### src/rtl/bfu_pkg.sv
package bfu_pkg;
  typedef enum logic {
    OP_LOAD  = 1'b0,
    OP_STORE = 1'b1
  } bfu_op_e;

  typedef enum logic [1:0] {
    ST_IDLE = 2'd0,
    ST_RD   = 2'd1,
    ST_WR   = 2'd2
  } bfu_state_e;
endpackage

### src/rtl/bfu_lsb_find.sv
module bfu_lsb_find #(
  parameter int W  = 8,
  parameter int SW = 3
) (
  input  logic [W-1:0]  mask,
  output logic [SW-1:0] idx
);
  // Priority chain from bit 0 upward: the first set bit fixes the index.
  logic [W:0]    seen;
  logic [SW-1:0] part [W+1];

  assign seen[0] = 1'b0;
  assign part[0] = '0;

  for (genvar g = 0; g < W; g++) begin : g_chain
    assign seen[g+1] = seen[g] | mask[g];
    assign part[g+1] = (!seen[g] && mask[g]) ? SW'(g) : part[g];
  end

  assign idx = part[W];

  always_comb begin
    if (seen[W]) begin

      lsb_set_chk: assert (mask[idx]);

      lsb_low_clear_chk: assert ((mask & ~({W{1'b1}} << idx)) == '0);
    end
  end
endmodule

### src/rtl/bfu_field_path.sv
module bfu_field_path #(
  parameter int W  = 8,
  parameter int SW = 3
) (
  input  logic [W-1:0]  mask,
  input  logic [SW-1:0] shift,
  input  logic [W-1:0]  rd_byte,
  input  logic [W-1:0]  src,
  output logic [W-1:0]  ext,
  output logic [W-1:0]  merged
);
  logic [W-1:0] placed;

  always_comb begin
    ext    = (rd_byte & mask) >> shift;
    placed = (src << shift) & mask;
    merged = (rd_byte & ~mask) | placed;
  end
endmodule

### src/rtl/bfu_seq.sv
module bfu_seq
  import bfu_pkg::*;
#(
  parameter int AW = 8,
  parameter int W  = 8,
  parameter int SW = 3
) (
  input  logic          clk,
  input  logic          rst,
  input  logic          cmd_valid,
  input  logic          cmd_op,
  input  logic [AW-1:0] cmd_addr,
  input  logic [W-1:0]  cmd_mask,
  input  logic [W-1:0]  cmd_src,
  input  logic [SW-1:0] cmd_shift,
  output logic          cmd_ready,
  output logic [W-1:0]  mask_q,
  output logic [SW-1:0] shift_q,
  output logic [W-1:0]  src_q,
  input  logic [W-1:0]  ext,
  input  logic [W-1:0]  merged,
  output logic          mem_req,
  output logic          mem_we,
  output logic [AW-1:0] mem_addr,
  output logic [W-1:0]  mem_wdata,
  input  logic          mem_ready,
  input  logic [W-1:0]  mem_rdata,
  output logic          done,
  output logic [W-1:0]  result
);
  bfu_state_e state;
  bfu_op_e    op_q;

  assign cmd_ready = (state == ST_IDLE);

  always_ff @(posedge clk) begin
    if (rst) begin
      state     <= ST_IDLE;
      op_q      <= OP_LOAD;
      mask_q    <= '0;
      shift_q   <= '0;
      src_q     <= '0;
      mem_req   <= 1'b0;
      mem_we    <= 1'b0;
      mem_addr  <= '0;
      mem_wdata <= '0;
      done      <= 1'b0;
      result    <= '0;
    end else begin
      mem_req <= 1'b0;
      done    <= 1'b0;
      case (state)
        ST_IDLE: begin
          if (cmd_valid) begin
            op_q     <= bfu_op_e'(cmd_op);
            mask_q   <= cmd_mask;
            shift_q  <= cmd_shift;
            src_q    <= cmd_src;
            mem_addr <= cmd_addr;
            mem_we   <= 1'b0;
            mem_req  <= 1'b1;
            state    <= ST_RD;
          end
        end
        ST_RD: begin
          if (mem_ready) begin
            if (op_q == OP_STORE) begin
              mem_wdata <= merged;
              mem_we    <= 1'b1;
              mem_req   <= 1'b1;
              state     <= ST_WR;
            end else begin
              result <= ext;
              done   <= 1'b1;
              state  <= ST_IDLE;
            end
          end
        end
        ST_WR: begin
          if (mem_ready) begin
            done  <= 1'b1;
            state <= ST_IDLE;
          end
        end
        default: state <= ST_IDLE;
      endcase
    end
  end


  done_pulse_chk: assert property (@(posedge clk) disable iff (rst)
    done |=> !done);


  req_pulse_chk: assert property (@(posedge clk) disable iff (rst)
    mem_req |=> !mem_req);


  idle_quiet_chk: assert property (@(posedge clk) disable iff (rst)
    cmd_ready |-> !mem_req);


  load_no_write_chk: assert property (@(posedge clk) disable iff (rst)
    (mem_req && mem_we) |-> (op_q == OP_STORE));


  keep_bits_chk: assert property (@(posedge clk) disable iff (rst)
    (mem_req && mem_we) |-> (((mem_wdata ^ $past(mem_rdata)) & ~mask_q) == '0));


  read_addr_chk: assert property (@(posedge clk) disable iff (rst)
    (mem_req && !mem_we) |-> ($past(cmd_valid) && $past(cmd_ready) &&
                              mem_addr == $past(cmd_addr)));
endmodule

### src/rtl/bitfield_rmw_unit.sv
module bitfield_rmw_unit #(
  parameter int ADDR_W = 8,
  parameter int DATA_W = 8
) (
  input  logic              clk,
  input  logic              rst,
  input  logic              cmd_valid,
  output logic              cmd_ready,
  input  logic              cmd_op,
  input  logic [ADDR_W-1:0] cmd_addr,
  input  logic [DATA_W-1:0] cmd_mask,
  input  logic [DATA_W-1:0] cmd_src,
  output logic              mem_req,
  output logic              mem_we,
  output logic [ADDR_W-1:0] mem_addr,
  output logic [DATA_W-1:0] mem_wdata,
  input  logic              mem_ready,
  input  logic [DATA_W-1:0] mem_rdata,
  output logic              done,
  output logic [DATA_W-1:0] result
);
  localparam int SHIFT_W = (DATA_W > 1) ? $clog2(DATA_W) : 1;

  logic [SHIFT_W-1:0] cmd_shift;
  logic [SHIFT_W-1:0] shift_q;
  logic [DATA_W-1:0]  mask_q;
  logic [DATA_W-1:0]  src_q;
  logic [DATA_W-1:0]  ext;
  logic [DATA_W-1:0]  merged;

  bfu_lsb_find #(.W(DATA_W), .SW(SHIFT_W)) u_scan (
    .mask (cmd_mask),
    .idx  (cmd_shift)
  );

  bfu_field_path #(.W(DATA_W), .SW(SHIFT_W)) u_path (
    .mask    (mask_q),
    .shift   (shift_q),
    .rd_byte (mem_rdata),
    .src     (src_q),
    .ext     (ext),
    .merged  (merged)
  );

  bfu_seq #(.AW(ADDR_W), .W(DATA_W), .SW(SHIFT_W)) u_seq (
    .clk       (clk),
    .rst       (rst),
    .cmd_valid (cmd_valid),
    .cmd_op    (cmd_op),
    .cmd_addr  (cmd_addr),
    .cmd_mask  (cmd_mask),
    .cmd_src   (cmd_src),
    .cmd_shift (cmd_shift),
    .cmd_ready (cmd_ready),
    .mask_q    (mask_q),
    .shift_q   (shift_q),
    .src_q     (src_q),
    .ext       (ext),
    .merged    (merged),
    .mem_req   (mem_req),
    .mem_we    (mem_we),
    .mem_addr  (mem_addr),
    .mem_wdata (mem_wdata),
    .mem_ready (mem_ready),
    .mem_rdata (mem_rdata),
    .done      (done),
    .result    (result)
  );
endmodule

### config.mk
export PLATFORM = sky130hd
export DESIGN_NAME = bitfield_rmw_unit
export DESIGN_NICKNAME = d
export VERILOG_FILES = /design/src/rtl/bfu_pkg.sv /design/src/rtl/bfu_lsb_find.sv /design/src/rtl/bfu_field_path.sv /design/src/rtl/bfu_seq.sv /design/src/rtl/bitfield_rmw_unit.sv
export SDC_FILE = /design/constraint.sdc
export NUM_CORES = 1
export LEC_CHECK = 0
export CORE_UTILIZATION = 58
export CTS_BUF_LIST = sky130_fd_sc_hd__clkbuf_4 sky130_fd_sc_hd__clkbuf_8
export DETAILED_ROUTE_END_ITERATION = 6
export DONT_BUFFER_PORTS = 1
export GPL_ROUTABILITY_DRIVEN = 0
export PLACE_DENSITY = 0.8
export SYNTH_ARGS = -nofsm -noshare
export SYNTH_HDL_FRONTEND = slang
export SYNTH_HIERARCHICAL = 1
export SYNTH_SLANG_ARGS = --single-unit
### constraint.sdc
create_clock -name clk -period 3.03 [get_ports clk]
set_input_delay 0.1515 -clock clk [delete_from_list [all_inputs] [get_ports clk]]
set_output_delay 0.1515 -clock clk [all_outputs]
set_load 0.1 [all_outputs]
==> impl_metrics.toml <==
[final_layout]
final_cells = 397
flow.area_growth_from_synthesis_pct = 13.0
drive_gt1_frac = 0.162
num-nets-final = 386
num_antenna_cells = 0

[worst_setup_path]
critPathLaunchType = "flop"
endpoint_kind = "flop"
worst-endpoint-arrival_ps = 2610
path_class = "flop to flop"
required_time_of_the_worst_setup_path_ps = 3280
timing.critical_path.fanout_max = 29

[floorplanning]
pin_count = 65
fp.dieW_um = 69.7
dieHeight_um = 69.7
num_rows = 24
effective_utilization_at_floorplan = 0.606
placeableCoreArea_sq_um = 4380
die-area_sq_um = 4850

[routing]
avgRoutedWirePerCell_um = 15.0
detail_route.vias_per_cell = 5.83
postRouteAntennaNets = 0
routed_wl_mm = 5.94
firstDrtPassIters = 5
detailedRoute.firstIterationViolations = 172
detailroute.via_count = 2316
drc_errors = 0

[clock_tree]
cts_buffers = 5
clk_root_buffer_cell = "sky130_fd_sc_hd__clkbuf_8"
cts.sink_count = 49
maximum_level_of_the_cts_h_tree = 2
tritoncts = "yes"
clkLatencyLatePin_ps = 300
clk_transition_reported_paths_ps = 90
cts.path.max_buffers = 2
post_cts.resized_instances = 0

[placement]
placed_cell_count = 362
port_buffers = 0
post-dp-hpwl_mm = 3.96

[power]
power.switching_fraction = 0.331
cellPowerDensity_nw_per_um2 = 486
p_leak_nw = 1.16
netSwitchingPower_w = 0.000482
clkPwrFrac = 0.272
p_seq_frac = 0.550
power_frac_comb = 0.178
internal-power_w = 0.000975
ir_worst_vdd_v = 0.000276

[synth]
synth-async-reset-ratio = 0
synthesis.yosys.warnings = 6
yosys_most_used_dff = "sky130_fd_sc_hd__dfxtp_1"
syn_inst = 321
syn_nets = 363
synth_enable_flop_cells = 0
seq_area_frac_synth = 0.369
synthesis.area_per_instance_sq_um = 8.28
ys_seq_elements = 49
synth_cell_types = 48
netlist_area_sq_um = 2660

[global_routing]
first_pass_grt_wire_length_mm = 9.85
grt.overflow.total = 0
grt_start_max_net_pins = 49
gr-usage-all-layers = 0.254
grt_pass1_vias = 2167
antenna_found_initial = 0

[hold_path]
hp-class = "input pin to flop"

[sta]
worst_rel_slew_slack = 0.332
tightestPinTransition_ps = 1000
grt_setup_unrepaired = "no"
finalCritPeriodShare = 0.778
report.final.hold_viol_count = 0
period_needed_ps = 2360
finalClockSkew_ps = 7.25
max_clock_freq_mhz = 424
totalNegativeSetupSlack_ps = 0
finalSetupViolCount = 0
report.final.slew_viol_count = 0

[job]
maxcap_viol_count = 0

[outcome]
outcome = "finished, final reports clean"
[metrics by stage]
stage,hold slack (ps),area [sq um],util,setup slack (ps),power [W]
CTS,10.9,3000,0.684,701,0.00147
finish,18.6,3000,0.684,673,0.00146
global route,5.29,3000,0.684,467,0.00153
global placement,223,2620,0.598,1090,0.00102
detailed placement,225,2620,0.598,993,0.00103
floorplan,276,2660,-,1220,0.00103
[final timing paths]
kind             startpoint          endpoint  slack [ps]  cells past startpoint
min             cmd_mask[0]  u_seq/shift_q[1]          20                      3
min reg2reg  u_seq/src_q[7]    u_seq/src_q[7]         480                      2
max          u_seq/state[0]    u_seq/src_q[6]         670                      6
max reg2reg  u_seq/state[0]    u_seq/src_q[6]         670                      6
[cell type report]
cell class	count	area, sq um
Clock buffer	6	82.6
Clock inverter	2	13.8
Fill cell	384	1380
Inverter	12	45.0
Multi-Input combinational cell	241	1470
Sequential cell	49	981
Tap cell	52	65.1
Timing Repair Buffer	35	340
[kinds of logic after synthesis]
logic type      synth area share
simple gates               0.239
compound gates             0.178
flops                      0.369
buf+inv                   0.0763
mux                        0.114
fa+ha+maj                 0.0236
[repair_timing]
| item | 4_1_cts | 5_1_grt |
|---|---|---|
| setup buffers | 0 | 0 |
| hold endpoints to repair | 48 | 0 |
| hold buffers | 27 | 0 |
[flip-flops by register name, summed over array words and instances, names as in the netlist]
signal           cells
u_seq/mask_q         8
u_seq/mem_addr       8
u_seq/mem_wdata      8
u_seq/result         8
u_seq/src_q          8
u_seq/shift_q        3
u_seq/state          2
u_seq/done           1
u_seq/mem_req        1
u_seq/mem_we         1
u_seq/op_q           1
[power groups by stage]
stage,clock network (W),registers [W],logic [W]
floorplan,0,0.000807,0.000218
global placement,0,0.000814,0.000210
detailed placement,0,0.000816,0.000214
CTS,0.000411,0.000800,0.000257
global route,0.000437,0.000807,0.000284
finish,0.000396,0.000801,0.000260
[cell usage after synthesis (2+ instances only)]
cell	instances	area share
sky130_fd_sc_hd__nand3b_1	3	0.0085
sky130_fd_sc_hd__o211ai_1	2	0.0057
sky130_fd_sc_hd__o211a_1	2	0.0075
sky130_fd_sc_hd__ha_1	5	0.024
sky130_fd_sc_hd__nand2_1	82	0.12
sky130_fd_sc_hd__o31ai_1	2	0.0057
sky130_fd_sc_hd__a21oi_2	12	0.040
sky130_fd_sc_hd__nand2b_1	6	0.014
sky130_fd_sc_hd__mux4_2	4	0.034
sky130_fd_sc_hd__buf_2	7	0.013
sky130_fd_sc_hd__a211oi_1	2	0.0057
sky130_fd_sc_hd__buf_4	5	0.014
sky130_fd_sc_hd__nand2_2	10	0.024
sky130_fd_sc_hd__nor2b_1	3	0.0071
sky130_fd_sc_hd__buf_6	2	0.0085
sky130_fd_sc_hd__mux2_2	6	0.025
sky130_fd_sc_hd__buf_12	2	0.015
sky130_fd_sc_hd__mux2i_1	12	0.045
sky130_fd_sc_hd__o21ai_0	9	0.017
sky130_fd_sc_hd__o22ai_1	6	0.014
sky130_fd_sc_hd__a21oi_1	29	0.055
sky130_fd_sc_hd__nand3_1	8	0.015
sky130_fd_sc_hd__inv_1	11	0.016
sky130_fd_sc_hd__dfxtp_1	49	0.37
sky130_fd_sc_hd__nor3_1	2	0.0038
sky130_fd_sc_hd__nor2_1	18	0.025
[metal layers]
metal | wire, um | track usage
met5 | 0 | 0
met1 | 2480 | 0.308
met4 | 142 | 0.129
met2 | 2900 | 0.419
met3 | 412 | 0.0596
[cells in the final DEF, fill, tap and decap left out, types with 9 or more instances in the layout]
cell,instances
sky130_fd_sc_hd__o21ai_0,9
sky130_fd_sc_hd__a21oi_2,12
sky130_fd_sc_hd__dlygate4sd3_1,26
sky130_fd_sc_hd__dfxtp_1,49
sky130_fd_sc_hd__inv_1,11
sky130_fd_sc_hd__nor2_1,18
sky130_fd_sc_hd__nand2_2,10
sky130_fd_sc_hd__nand2_1,82
sky130_fd_sc_hd__mux2i_1,12
sky130_fd_sc_hd__a21oi_1,29
[worst max-delay path: stages (launching register included)]
cell and delay [ps]:
sky130_fd_sc_hd__dfxtp_1 390, sky130_fd_sc_hd__inv_1 100, sky130_fd_sc_hd__ha_1 240, sky130_fd_sc_hd__nand2_1 690, sky130_fd_sc_hd__nand2_1 170, sky130_fd_sc_hd__a21oi_2 160
sky130_fd_sc_hd__dlygate4sd3_1 540
Power figures use the tool's default switching activity.
